<file path="src/rtl/iox_pkg.sv">
package iox_pkg;

  localparam int SEG_SHIFT = 28;
  localparam int PG_MIN    = 12;

  typedef enum logic [1:0] {
    FLT_NONE = 2'b00,
    FLT_SEG  = 2'b01,
    FLT_PAGE = 2'b10
  } iox_fault_e;

  typedef struct packed {
    logic takeReq;
    logic bypass;
    logic takeSte;
    logic takePte;
    logic usePte;
  } iox_strobe_t;

  // page shift for a size code, 0 marks an unusable code
  function automatic logic [4:0] pageShift(input logic [2:0] code);
    case (code)
      3'b001:  pageShift = 5'd12;
      3'b011:  pageShift = 5'd16;
      3'b101:  pageShift = 5'd20;
      3'b111:  pageShift = 5'd24;
      default: pageShift = 5'd0;
    endcase
  endfunction

endpackage

</file>
<file path="src/rtl/iox_ctrl.sv">
module iox_ctrl
  import iox_pkg::*;
(
  input  logic        clk,
  input  logic        rstN,
  input  logic        reqValid,
  input  logic        xlateOn,
  input  logic        memRspValid,
  input  logic        steBad,
  output logic        reqReady,
  output logic        memReqValid,
  output logic        rspValid,
  output iox_strobe_t stb
);

  typedef enum logic [2:0] {
    ST_IDLE, ST_STE_REQ, ST_STE_WAIT, ST_PTE_REQ, ST_PTE_WAIT, ST_DONE
  } walkState_e;

  walkState_e state, stateNext;

  always_comb begin
    stateNext   = state;
    stb         = '0;
    reqReady    = 1'b0;
    memReqValid = 1'b0;
    rspValid    = 1'b0;
    case (state)
      ST_IDLE: begin
        reqReady = 1'b1;
        if (reqValid) begin
          stb.takeReq = 1'b1;
          stb.bypass  = !xlateOn;
          stateNext   = xlateOn ? ST_STE_REQ : ST_DONE;
        end
      end
      ST_STE_REQ: begin
        memReqValid = 1'b1;
        stateNext   = ST_STE_WAIT;
      end
      ST_STE_WAIT: begin
        if (memRspValid) begin
          stb.takeSte = 1'b1;
          stateNext   = steBad ? ST_DONE : ST_PTE_REQ;
        end
      end
      ST_PTE_REQ: begin
        memReqValid = 1'b1;
        stb.usePte  = 1'b1;
        stateNext   = ST_PTE_WAIT;
      end
      ST_PTE_WAIT: begin
        stb.usePte = 1'b1;
        if (memRspValid) begin
          stb.takePte = 1'b1;
          stateNext   = ST_DONE;
        end
      end
      ST_DONE: begin
        rspValid  = 1'b1;
        stateNext = ST_IDLE;
      end
      default: stateNext = ST_IDLE;
    endcase
  end

  always_ff @(posedge clk or negedge rstN) begin
    if (!rstN) state <= ST_IDLE;
    else       state <= stateNext;
  end

  a_r1_bypass_next: assert property (@(posedge clk) disable iff (!rstN)
    (reqValid && reqReady && !xlateOn) |=> (rspValid && !memReqValid));

  a_r4_no_pte_after_segfault: assert property (@(posedge clk) disable iff (!rstN)
    (memRspValid && stb.takeSte && steBad) |=> (rspValid && !memReqValid));

  a_r10_rsp_pulse: assert property (@(posedge clk) disable iff (!rstN)
    rspValid |=> !rspValid);

  a_r10_mem_pulse: assert property (@(posedge clk) disable iff (!rstN)
    memReqValid |=> !memReqValid);

  a_r10_busy_after_accept: assert property (@(posedge clk) disable iff (!rstN)
    (reqValid && reqReady) |=> !reqReady);

endmodule

</file>
<file path="src/rtl/iox_datapath.sv">
module iox_datapath
  import iox_pkg::*;
#(
  parameter int IO_W = 36,
  parameter int PA_W = 52,
  parameter int ID_W = 11
) (
  input  logic              clk,
  input  logic              rstN,
  input  iox_strobe_t       stb,
  input  logic [63:0]       originReg,
  input  logic [IO_W-1:0]   reqAddr,
  input  logic              reqWrite,
  input  logic [ID_W-1:0]   reqId,
  input  logic [63:0]       memRspData,
  output logic [PA_W-1:0]   memReqAddr,
  output logic              steBad,
  output logic [PA_W-1:0]   rspAddr,
  output logic [1:0]        rspFault
);

  localparam int SEG_W = IO_W - SEG_SHIFT;
  localparam int PN_W  = PA_W - PG_MIN;
  localparam int IDX_W = SEG_SHIFT - PG_MIN;

  logic [IO_W-1:0] ioAddrQ;
  logic            writeQ;
  logic [ID_W-1:0] idQ;
  logic [PN_W-1:0] steBaseQ;
  logic [2:0]      steCodeQ;
  logic [PA_W-1:0] addrQ;
  iox_fault_e      faultQ;

  // segment entry fetch
  logic [SEG_W-1:0] segIdx;
  logic [PA_W-1:0]  steAddr;
  assign segIdx  = ioAddrQ[IO_W-1:SEG_SHIFT];
  assign steAddr = {originReg[PA_W-1:PG_MIN], {PG_MIN{1'b0}}} + PA_W'({segIdx, 3'b000});

  // checks on an arriving segment entry
  logic [4:0]       rspShift;
  logic [IDX_W-1:0] idxNew;
  logic [IDX_W:0]   limitNew;
  assign rspShift = pageShift(memRspData[2:0]);
  assign idxNew   = IDX_W'(ioAddrQ[SEG_SHIFT-1:0] >> rspShift);
  assign limitNew = ((IDX_W+1)'(memRspData[11:5]) + (IDX_W+1)'(1)) << 9;
  assign steBad   = !memRspData[63] || (rspShift == 5'd0) || ({1'b0, idxNew} >= limitNew);

  // page entry fetch
  logic [4:0]       stShift;
  logic [IDX_W-1:0] idxQ;
  logic [PA_W-1:0]  pteAddr;
  assign stShift = pageShift(steCodeQ);
  assign idxQ    = IDX_W'(ioAddrQ[SEG_SHIFT-1:0] >> stShift);
  assign pteAddr = {steBaseQ, {PG_MIN{1'b0}}} + PA_W'({idxQ, 3'b000});

  assign memReqAddr = stb.usePte ? pteAddr : steAddr;

  // checks on an arriving page entry and address splice
  logic            permOk, idOk, pteBad;
  logic [PA_W-1:0] offMask, realAddr;
  assign permOk   = writeQ ? memRspData[62] : memRspData[63];
  assign idOk     = (memRspData[ID_W-1:0] == idQ);
  assign pteBad   = (memRspData == 64'd0) || !permOk || !idOk;
  assign offMask  = (PA_W'(1) << stShift) - PA_W'(1);
  assign realAddr = ({memRspData[PA_W-1:PG_MIN], {PG_MIN{1'b0}}} & ~offMask)
                  | (PA_W'(ioAddrQ[SEG_SHIFT-1:0]) & offMask);

  always_ff @(posedge clk or negedge rstN) begin
    if (!rstN) begin
      ioAddrQ  <= '0;
      writeQ   <= 1'b0;
      idQ      <= '0;
      steBaseQ <= '0;
      steCodeQ <= '0;
      addrQ    <= '0;
      faultQ   <= FLT_NONE;
    end else begin
      if (stb.takeReq) begin
        ioAddrQ <= reqAddr;
        writeQ  <= reqWrite;
        idQ     <= reqId;
        faultQ  <= FLT_NONE;
        addrQ   <= stb.bypass ? PA_W'(reqAddr) : '0;
      end
      if (stb.takeSte) begin
        steBaseQ <= memRspData[PA_W-1:PG_MIN];
        steCodeQ <= memRspData[2:0];
        if (steBad) faultQ <= FLT_SEG;
      end
      if (stb.takePte) begin
        if (pteBad) begin
          faultQ <= FLT_PAGE;
          addrQ  <= '0;
        end else begin
          addrQ  <= realAddr;
        end
      end
    end
  end

  assign rspAddr  = addrQ;
  assign rspFault = faultQ;

  logic unusedBits;
  assign unusedBits = ^{originReg[63:PA_W], originReg[PG_MIN-1:0],
                        memRspData[61:PA_W], memRspData[4:3]};

  a_r7_fault_clears_addr: assert property (@(posedge clk) disable iff (!rstN)
    (rspFault != FLT_NONE) |-> (rspAddr == '0));

endmodule

</file>
<file path="src/rtl/iox_walker.sv">
module iox_walker
  import iox_pkg::*;
#(
  parameter int IO_W = 36,
  parameter int PA_W = 52,
  parameter int ID_W = 11
) (
  input  logic            clk,
  input  logic            rstN,
  input  logic [63:0]     originReg,
  input  logic [63:0]     cmdCfg,
  input  logic            reqValid,
  output logic            reqReady,
  input  logic [IO_W-1:0] reqAddr,
  input  logic            reqWrite,
  input  logic [ID_W-1:0] reqId,
  output logic            memReqValid,
  output logic [PA_W-1:0] memReqAddr,
  input  logic            memRspValid,
  input  logic [63:0]     memRspData,
  output logic            rspValid,
  output logic [PA_W-1:0] rspAddr,
  output logic [1:0]      rspFault
);

  iox_strobe_t stb;
  logic        steBad;
  logic        xlateOn;

  assign xlateOn = originReg[63] & cmdCfg[47];

  logic unusedCfg;
  assign unusedCfg = ^{cmdCfg[63:48], cmdCfg[46:0]};

  iox_ctrl u_ctrl (
    .clk         (clk),
    .rstN        (rstN),
    .reqValid    (reqValid),
    .xlateOn     (xlateOn),
    .memRspValid (memRspValid),
    .steBad      (steBad),
    .reqReady    (reqReady),
    .memReqValid (memReqValid),
    .rspValid    (rspValid),
    .stb         (stb)
  );

  iox_datapath #(.IO_W(IO_W), .PA_W(PA_W), .ID_W(ID_W)) u_datapath (
    .clk        (clk),
    .rstN       (rstN),
    .stb        (stb),
    .originReg  (originReg),
    .reqAddr    (reqAddr),
    .reqWrite   (reqWrite),
    .reqId      (reqId),
    .memRspData (memRspData),
    .memReqAddr (memReqAddr),
    .steBad     (steBad),
    .rspAddr    (rspAddr),
    .rspFault   (rspFault)
  );

endmodule

</file>
<file path="config.mk">
export PLATFORM = sky130hd
export DESIGN_NAME = iox_walker
export DESIGN_NICKNAME = d
export VERILOG_FILES = /design/src/rtl/iox_pkg.sv /design/src/rtl/iox_ctrl.sv /design/src/rtl/iox_datapath.sv /design/src/rtl/iox_walker.sv
export SDC_FILE = /design/constraint.sdc
export NUM_CORES = 1
export LEC_CHECK = 0
export ABC_AREA = 1
export BUFFER_PORTS_ARGS = -buffer_cell sky130_fd_sc_hd__buf_2
export CORE_UTILIZATION = 45
export DETAILED_ROUTE_END_ITERATION = 6
export PLACE_DENSITY = 0.74
export SLEW_MARGIN = 20
export SYNTH_ARGS = -nofsm -noshare
export SYNTH_HDL_FRONTEND = slang
export SYNTH_SLANG_ARGS = --single-unit
</file>
<file path="constraint.sdc">
create_clock -name clk -period 4.7 [get_ports clk]
set_input_delay 0.94 -clock clk [delete_from_list [all_inputs] [get_ports clk]]
set_output_delay 0.94 -clock clk [all_outputs]
set_load 0.1 [all_outputs]
</file>
After elaboration in Yosys (flattened, before gate mapping)
Cells that the tools add are included.
{"block": "totals", "inputBits": 244, "register_bits": 148, "wordCells": 81}
{"block": "op_classes", "n_shift": 3, "n_mux": 28, "bitwise": 5, "n_eq_ne": 17, "addsub": 4, "n_reduce_logical": 15, "n_lt_le_gt_ge": 1}
{"op": "52-bit two-way mux", "n": 4}
{"op": "64-bit zero test", "n": 1}
{"op": "28-bit by 5-bit >> shifter with 16-bit output", "n": 2}
{"op": "52-bit by 11-bit adder with 52-bit output", "n": 1}
{"op": "52-bit by 19-bit adder with 52-bit output", "n": 1}
{"op": "28-bit by 52-bit AND with 52-bit output", "n": 1}
{"op": "52-bit AND", "n": 1}
{"op": "52-bit NOT", "n": 1}
{"op": "52-bit OR", "n": 1}
{"op": "1-bit by 5-bit left shift with 52-bit output (first input constant)", "n": 1}
{"op": "52-bit by 2-bit subtractor with 52-bit output (second input constant)", "n": 1}
{"op": "5-bit one-hot mux with 4 select lines", "n": 2}
{"op": "36-bit two-way mux", "n": 1}
{"op": "3-bit == test (second input constant)", "n": 6}
{"op": "16-bit by 17-bit >= comparator with 1-bit output", "n": 1}
{"op": "3-bit two-way mux", "n": 5}
{"op": "3-bit one-hot mux with 5 select lines", "n": 1}
{"op": "2-bit two-way mux", "n": 7}
{"op": "3-bit by 2-bit == test with 1-bit output (second input constant)", "n": 4}
{"op": "11-bit == test", "n": 1}
{"op": "3-bit by 1-bit == test with 1-bit output (second input constant)", "n": 3}
{"op": "7-bit by 1-bit adder with 8-bit output (second input constant)", "n": 1}
{"op": "1-bit two-way mux", "n": 8}
{"op": "2-bit inequality test (second input constant)", "n": 3}
{"op": "8 further kinds", "n": 15}

Logic depth before layout (Yosys ltp)
Gate-level depths: netlist of the first run.
{"block": "logic_depth", "ltp_word": 9, "ltp_mapped": 23, "mapped_depth_nobuf": 22}

Cells and area by module
Synthesis of the first run repeated with hierarchy kept, for this count alone.
{"block": "hier_totals", "hier_cells": 1408, "area_unflattened_um2": 9556.7}
{"mod": "iox_datapath", "area_per_inst_um2": 9307.7, "cells_each": 1365, "instances": 1}
{"mod": "iox_ctrl", "area_per_inst_um2": 241.5, "cells_each": 41, "instances": 1}
{"mod": "iox_walker", "area_per_inst_um2": 7.5, "cells_each": 2, "instances": 1}

Worst setup path after synthesis of the first run
No wires, ideal clock.
{"block": "synth_path", "kind": "reg-to-output", "start": "register u_datapath.steCodeQ[0]", "end": "output port memReqAddr[22]", "slack_ns": -0.945, "arrival_time_ns": 4.705, "stages_incl_launch_ff": 20, "path_buffers": 2, "t_required_ns": 3.760, "cell_sequence": "dfrtp_1 -> buf_2 -> inv_2 -> nor2_4 -> clkbuf_1 -> nand2_1 -> o2111ai_1 -> o221ai_1 -> ha_1 -> fa_1 -> nand2_1 -> nand2_1 -> o21ai_1 -> inv_1 -> nand2_1 -> nand2_1 -> inv_1 -> nor2_1 -> xnor2_1 -> o21ai_0"}
{"block": "synth_via", "elab_chain_cells": 5, "elab_cells_between_ends": 8}
{"element": "start, declared", "line": "iox_datapath.sv:30", "rtl": "logic [2:0] steCodeQ;"}
{"element": "start signal, assigned", "line": "iox_datapath.sv:88", "rtl": "steCodeQ <= memRspData[2:0];"}
{"element": "3-bit == test, or another cell as far along", "line": "iox_pkg.sv:22", "rtl": "case (code)"}
{"element": "5-bit one-hot mux with 4 select lines *", "line": "iox_pkg.sv:22"}
{"element": "28-bit by 5-bit >> shifter with 16-bit output *", "line": "iox_datapath.sv:54", "rtl": "assign idxQ = IDX_W'(ioAddrQ[SEG_SHIFT-1:0] >> stShift);"}
{"element": "52-bit by 19-bit adder with 52-bit output *", "line": "iox_datapath.sv:55", "rtl": "assign pteAddr = {steBaseQ, {PG_MIN{1'b0}}} + PA_W'({idxQ, 3'b000});"}
{"element": "52-bit two-way mux *", "line": "iox_datapath.sv:57", "rtl": "assign memReqAddr = stb.usePte ? pteAddr : steAddr;"}
{"element": "end, declared", "line": "iox_walker.sv:18", "rtl": "output logic [PA_W-1:0] memReqAddr,"}
Every way passes the cells marked *; elsewhere a longest branch is shown, timed or not.

Worst setup path in the final report of the first run
{"block": "layout_path", "start": "register u_datapath.steCodeQ[1]", "end": "output port memReqAddr[30]"}
Same word-level chain as after synthesis.

==> run summary, run 1 <==
Status: finished clean
Slowest CP cell: dfrtp_2
Vias per inst: 5.429
Worst EP required: 3.76 ns
First-pass DRT Iterations: 6
Crit path top cell by count: nand2_1
Crit-path max FO: 7
Worst skew pair latency: 0.43 ns
Area Overhead vs Synth: 30.10%
Initial core utilization: 46.24%
Vias: 9989
Gr ovfl total: 0
Synthesis-stage register bit count: 148
Ports: 353
Library cells used by synthesis: 51
IO buf count: 253
Fin. max-slew vios: 0
Max-cap violations: 0
Vias in the first global route: 9457
Nets: 1817
Clock Tree Buf Depth: 2
CTS Hold Bufs: 0
Synth top area share: 39.33%
Dominant synthesized flop cell: dfrtp_1
Crit path launch type: flip-flop
Placed cell area: 0.01143 mm²
Initial antenna violation count: 1
Core ar.: 0.02036 mm²
Max incr delay on CP: 0.46 ns
# H-tree levels: 4
Detail Placement HPWL: 24.44 mm
Sequential fraction of the synthesis area: 39.33%
Final setup fails: 0
Clock transition at path regs: 0.07 ns
Top delay family on crit path: simple AND/OR/NAND/NOR gates
Fin util: 60.16%
Slew HR: 31.80%
Syn Inst Count: 1317
Synth Warn #: 0
Hold slack: 0.4856 ns
Synth area leaders: dfrtp_1 (39%), nand2_1 (17%), o21ai_0 (6.1%)
ANT nets after route: 0
TritonCTS clock tree: done
Wire per inst: 17.53 µm
Design area: 0.01225 mm²
Unrepaired setup endpoints after global routing: yes
CP bufs+invs: 5
Largest net degree at the start of global routing: 83
GPL Wtd Cong: 0.9484
CTS sink count: 148
Fin crit period: 4.566 ns
DRC Markers: 0
Synthesized area per cell: 7.150 µm²
Crit-path cells: nand2_2 > nor2_1 > inv_1 > nand2_2 > o2111ai_1 > o221ai_2 > ha_2 > fa_1 > nand2_1 > nand2_1 > o21ai_2 > inv_1 > nand2_1 > nand2_2 > inv_4 > nor2_4 > nand3_1 > inv_2 > or2_2 > nand3_1 > nand2_1 > buf_12
Fmax achieved: 0.2190 GHz
First-pass GRT wire length: 50.89 mm
Arr. time, crit path: 3.63 ns
CTS Buf Count: 17
Aggregate routed wire length: 32.26 mm
Post-synth top area cell: dfrtp_1
Hold Fails Final Rpt: 0
GRT Resource Usage Total: 30.29%
Ys async rst share: 100.0%
Most frequent cell after synthesis: nand2_1
Initial DRC count: 717
Synth Cell Area: 0.009417 mm²
Hold Path Class: flip-flop to flip-flop
Layout cells sized above 1: 25.94%
Slew @ Worst Pin: 1.022 ns
Top cells by count, synth: nand2_1 (430), dfrtp_1 (148), inv_1 (118)
Worst setup path category: flip-flop to primary output
Die Footprint: 0.02151 mm²
Die Wd: 146.7 µm
Die Y-Extent: 146.7 µm
Root buf cell: clkbuf_16
Final worst-path cycle share: 97.15%
Element type at the critical path end: primary output
Row Count: 52
Post-synth EDFFs: 0
Clk_skew: 0.01498 ns
## state kept, by name, indices dropped and copies added, names as in the netlist
register and cells:
u_datapath.writeQ 1, u_datapath.idQ 11, u_datapath.steCodeQ 3, u_datapath.rspAddr 52
u_datapath.steBaseQ 40, u_datapath.rspFault 2, u_ctrl.state 3, u_datapath.ioAddrQ 36
## kinds of logic (layout without fill, tap and decap cells)
kind of cell,after synthesis,in the layout,share of synthesized area [%]
other,2,5,0.07975
adder cells (fa/ha/maj),17,17,2.339
multiplexers,21,21,2.511
buffers and inverters,184,434,8.105
AND/OR/NAND/NOR,683,683,30.59
flip-flops,148,148,39.33
XOR/XNOR,35,35,3.255
AO/OA/AOI/OAI,227,227,13.79
## cells in the final DEF (no fill, tap or decap), types with 17 or more instances in the layout
master     Yosys  final
buf_2         12    215
o21ai_1       10     20
a21oi_1       46     40
nand4_1       21     21
mux2_2        21     21
xor2_1        20     20
buf_4          3     22
o211ai_1      21     21
nand3_1       77     77
o21ai_0      115    104
nor3_1        20     20
buf_12         0     35
nor2_1       101     96
dfrtp_1      148    145
inv_1        118    114
nand2_1      430    422
clkbuf_16      0     17
## final cells by class
type,instances,area (µm²)
Sequential cell,148,3707
Timing Repair Buffer,274,1964
Tap cell,270,337.8
Clock buffer,17,425.4
Fill cell,1847,8114
Antenna cell,1,2.502
Multi-Input combinational cell,987,5126
Inverter,128,494.2
Clock inverter,15,192.7
## worst paths after layout
check                                       startpoint                      end  slack, ns  cells after the start
worst min register to register  u_datapath.rspAddr[41]   u_datapath.rspAddr[41]       0.49                      2
min in group asynchronous                         rstN   u_datapath.rspAddr[44]       0.56                      1
worst min-delay path            u_datapath.rspAddr[41]   u_datapath.rspAddr[41]       0.49                      2
worst max-delay path            u_datapath.steCodeQ[1]           memReqAddr[30]       0.13                     22
max in group asynchronous                         rstN  u_datapath.steBaseQ[33]       3.09                      2
worst max register to register  u_datapath.ioAddrQ[22]          u_ctrl.state[2]       2.13                     17
## timing repair
action	in CTS	in global routing
endpoints found under the setup margin	14	25
pin swaps	1	5
gates resized for setup	14	31
setup buffers	1	7
cloned	0	0
## metal layers
layer / wire, µm / GRT usage (%)
met3: 2262 / 4.031
met4: 1080 / 11.67
met2: 15270 / 50.14
met5: 0 / 0
met1: 13650 / 40.18
## stage by stage
step / setup WS (ns) / instances / TNS, ns
floorplan: -0.6431 / 1319 / -3.406
CTS: 0.03314 / 1832 / 0
global placement: 0.2640 / 1799 / 0
finish: 0.1339 / 1840 / 0
global route: -0.09422 / 1840 / -0.1821
detailed placement: 0.2116 / 1799 / 0
## tightest hold or removal path: cells and delay by family (launching register included)
family | cells | cell delay (ns)
AOI/OAI and AO/OA | 1 | 0.06
and+or+nand+nor | 1 | 0.05
DFF | 1 | 0.34
Power of run 1 is not shown: default switching activity piles up to over one toggle a cycle in this logic, so the estimate is an artifact.
==> run 2, diff against run 1 <==
Settings changed: ABC_AREA 1 to unset, CORE_MARGIN set to 2, PLACE_DENSITY 0.74 to 0.76.
==> run summary, run 2 <==
Status: finished clean (unchanged)
Synthesized area per cell: 8.833 µm² (was 7.150 µm²)
CTS sink count: 148 (unchanged)
Die Y-Extent: 141.3 µm (was 146.7 µm)
Post-synthesis xor/xnor area fraction: 5.578% (was 3.255%)
R2r setup slk: 2.01 ns (was 2.13 ns)
Arr. time, crit path: 3.55 ns (was 3.63 ns)
Layout cells sized above 1: 32.69% (was 25.94%)
Fin cells: 1431 (was 1840)
Hold Path Class: flip-flop to flip-flop (unchanged)
Max incr delay on CP: 0.53 ns (was 0.46 ns)
Root buf cell: clkbuf_16 (unchanged)
Most frequent cell after synthesis: nand2_1 (unchanged)
Dominant synthesized flop cell: dfrtp_1 (unchanged)
Fin. max-slew vios: 0 (unchanged)
Post-synthesis simple-gate area fraction: 20.19% (was 30.59%)
Detail Placement HPWL: 19.45 mm (was 24.44 mm)
Slowest CP cell: dfrtp_2 (unchanged)
Fin worst setup slack: 0.2110 ns (was 0.1339 ns)
Ports: 353 (unchanged)
Fin util: 59.99% (was 60.16%)
Nets: 1445 (was 1817)
Fin crit period: 4.489 ns (was 4.566 ns)
Crit path launch type: flip-flop (unchanged)
Aggregate routed wire length: 26.97 mm (was 32.26 mm)
Initial core utilization: 45.64% (was 46.24%)
Synth Warn #: 0 (unchanged)
Placed cell count: 1399 (was 1799)
Die Footprint: 0.01996 mm² (was 0.02151 mm²)
TritonCTS clock tree: done (unchanged)
Synth top area share: 43.68% (was 39.33%)
First-pass GRT wire length: 41.64 mm (was 50.89 mm)
# Post-CTS Setup Buffers: 0 (was 1)
Synth area leaders: dfrtp_1 (44%), nand2_1 (11%), mux2_2 (6.2%) (was dfrtp_1 (39%), nand2_1 (17%), o21ai_0 (6.1%))
Vias per inst: 5.608 (was 5.429)
Hold Fails Final Rpt: 0 (unchanged)
Max reg flops: 52 (unchanged)
DP Worst Slack: 0.4788 ns (was 0.2116 ns)
First-pass DRT Iterations: 5 (was 6)
Unrepaired setup endpoints after global routing: yes (unchanged)
Row Count: 50 (was 52)
Most common cell after layout, fill and taps aside: nand2_1 (unchanged)
Max-cap violations: 0 (unchanged)
Post-synth top area cell: dfrtp_1 (unchanged)
Final worst-path cycle share: 95.51% (was 97.15%)
Clock transition at path regs: 0.06 ns (was 0.07 ns)
CTS Buf Count: 17 (unchanged)
Slew HR: 34.42% (was 31.80%)
Worst skew pair latency: 0.43 ns (about the same)
Vias: 8025 (was 9989)
Post-synth EDFFs: 0 (unchanged)
Worst setup path category: flip-flop to primary output (unchanged)
Fraction of the mapped netlist area in adder cells: 2.597% (was 2.339%)
# H-tree levels: 4 (unchanged)
Fmax achieved: 0.2228 GHz (was 0.2190 GHz)
Crit-path cells: nand2b_1 > o22ai_1 > ha_1 > fa_1 > a211oi_1 > o21ai_0 > nand2_1 > nor3_1 > xnor2_1 > a21oi_2 > buf_12 (was nand2_2 > nor2_1 > inv_1 > nand2_2 > o2111ai_1 > o221ai_2 > ha_2 > fa_1 > nand2_1 > nand2_1 > o21ai_2 > inv_1 > nand2_1 > nand2_2 > inv_4 > nor2_4 > nand3_1 > inv_2 > or2_2 > nand3_1 > nand2_1 > buf_12)
Largest net degree at the start of global routing: 110 (was 83)
Synthesis-stage register bit count: 148 (unchanged)
Worst EP required: 3.76 ns (about the same)
Library cells used by synthesis: 57 (was 51)
Element type at the critical path end: primary output (unchanged)
Clk_skew: 0.01082 ns (was 0.01498 ns)
CTS Hold Bufs: 0 (unchanged)
Final setup fails: 0 (unchanged)
Most frequent cells in the layout: nand2_1 (249), buf_2 (219), dfrtp_1 (147) (was nand2_1 (422), buf_2 (215), dfrtp_1 (145))
Top delay family on crit path: simple AND/OR/NAND/NOR gates (unchanged)
Core ar.: 0.01858 mm² (was 0.02036 mm²)
Gr ovfl total: 0 (unchanged)
Area Overhead vs Synth: 31.44% (was 30.10%)
GRT Resource Usage Total: 26.73% (was 30.29%)
Ys async rst share: 100.0% (unchanged)
Fraction of synthesized area in multiplexers: 8.367% (was 2.511%)
ANT nets after route: 0 (unchanged)
Vias in the first global route: 7613 (was 9457)
Syn Inst Count: 960 (was 1317)
Top cells by count, synth: nand2_1 (249), dfrtp_1 (148), o21ai_0 (71) (was nand2_1 (430), dfrtp_1 (148), inv_1 (118))
Synth Cell Area: 0.008479 mm² (was 0.009417 mm²)
Fillers: 1617 (was 1847)
GPL Wtd Cong: 0.8924 (was 0.9484)
IO buf count: 253 (unchanged)
Initial antenna violation count: 4 (was 1)
Final TNS setup: 0 ns (unchanged)
Slew @ Worst Pin: 0.9837 ns (was 1.022 ns)
CP bufs+invs: 1 (was 5)
Die Wd: 141.3 µm (was 146.7 µm)
DRC Markers: 0 (unchanged)
Post-synthesis compound-gate area fraction: 15.38% (was 13.79%)
Crit-path max FO: 21 (was 7)
Largest family of logic cells by synthesized area: simple AND/OR/NAND/NOR gates (unchanged)
Initial DRC count: 628 (was 717)
Wire per inst: 18.85 µm (was 17.53 µm)
Clock Tree Buf Depth: 2 (unchanged)
Sequential fraction of the synthesis area: 43.68% (was 39.33%)
run 2: cell types whose count changed after synthesis, moves of 22 or more:
cell	change
nand3_1	-47
a21oi_1	-22
o21ai_0	-44
nor2_1	-56
mux2_2	+26
inv_1	-99
nand2_1	-181
run 2: path summary, 6_finish.rpt:
check,startpoint,end,depth (start not counted)
setup reg to reg,u_ctrl.state[2],u_datapath.rspAddr[32],7
hold / removal,u_datapath.ioAddrQ[29],u_datapath.ioAddrQ[29],2
setup / recovery,u_datapath.steCodeQ[0],memReqAddr[40],11
max in group asynchronous,rstN,u_datapath.rspAddr[45],2
hold reg to reg,u_datapath.ioAddrQ[29],u_datapath.ioAddrQ[29],2
min in group asynchronous,rstN,u_ctrl.state[0],1
run 2: logic make-up (layout without fill, tap and decap cells):
| group | after synthesis | count (layout) |
|---|---|---|
| and+or+nand+nor | 393 | 393 |
| DFF | 148 | 148 |
| AOI/OAI and AO/OA | 199 | 199 |
| adders and majority gates | 17 | 17 |
| muxes | 65 | 65 |
| xor gates and xnor gates | 54 | 54 |
| buffers and inverters | 82 | 316 |
| other | 2 | 5 |
run 2: timing repair:
item	in CTS	in global routing
setup endpoints to repair	0	22
resized for setup	0	3
hold endpoints to repair	0	0
run 2: layout make-up:
type | count | area (µm²) | area share (%)
flip-flops and latches | 148 | 3705 | 33.24
clock buffers | 20 | 456.7 | 4.097
well taps | 234 | 292.8 | 2.627
clock inverters | 11 | 152.6 | 1.370
multi-input cells | 732 | 4597 | 41.24
repair buffers | 266 | 1868 | 16.76
inverters | 19 | 71.32 | 0.6399
diodes | 1 | 2.502 | 0.02245
run 2: metrics by stage:
step | hold WS [ns] | cell area, µm²
2_1_floorplan | 0.4455 | 8610
3_3_place_gp | 0.4597 | 10520
3_5_place_dp | 0.4635 | 10520
4_1_cts | 0.4791 | 11130
5_1_grt | 0.5030 | 11150
6_report | 0.4745 | 11150
run 2: worst min-delay path, cell delays in order, from the launching register on:
cell,delay [ns]
dfrtp_1,0.34
nand2_1,0.05
nand2_1,0.05
run 2: routing by layer:
| layer | vias up | track usage (%) | share of wire (%) |
|---|---|---|---|
| met3 | 46 | 5.737 | 7.9 |
| met4 | 4 | 9.263 | 2.2 |
| met5 | - | 0 | 0.10 |
| met2 | 341 | 42.54 | 47 |
| met1 | 3844 | 36.43 | 43 |
| li1 | 3790 | - | - |
Power of run 2 is left out for the same reason.
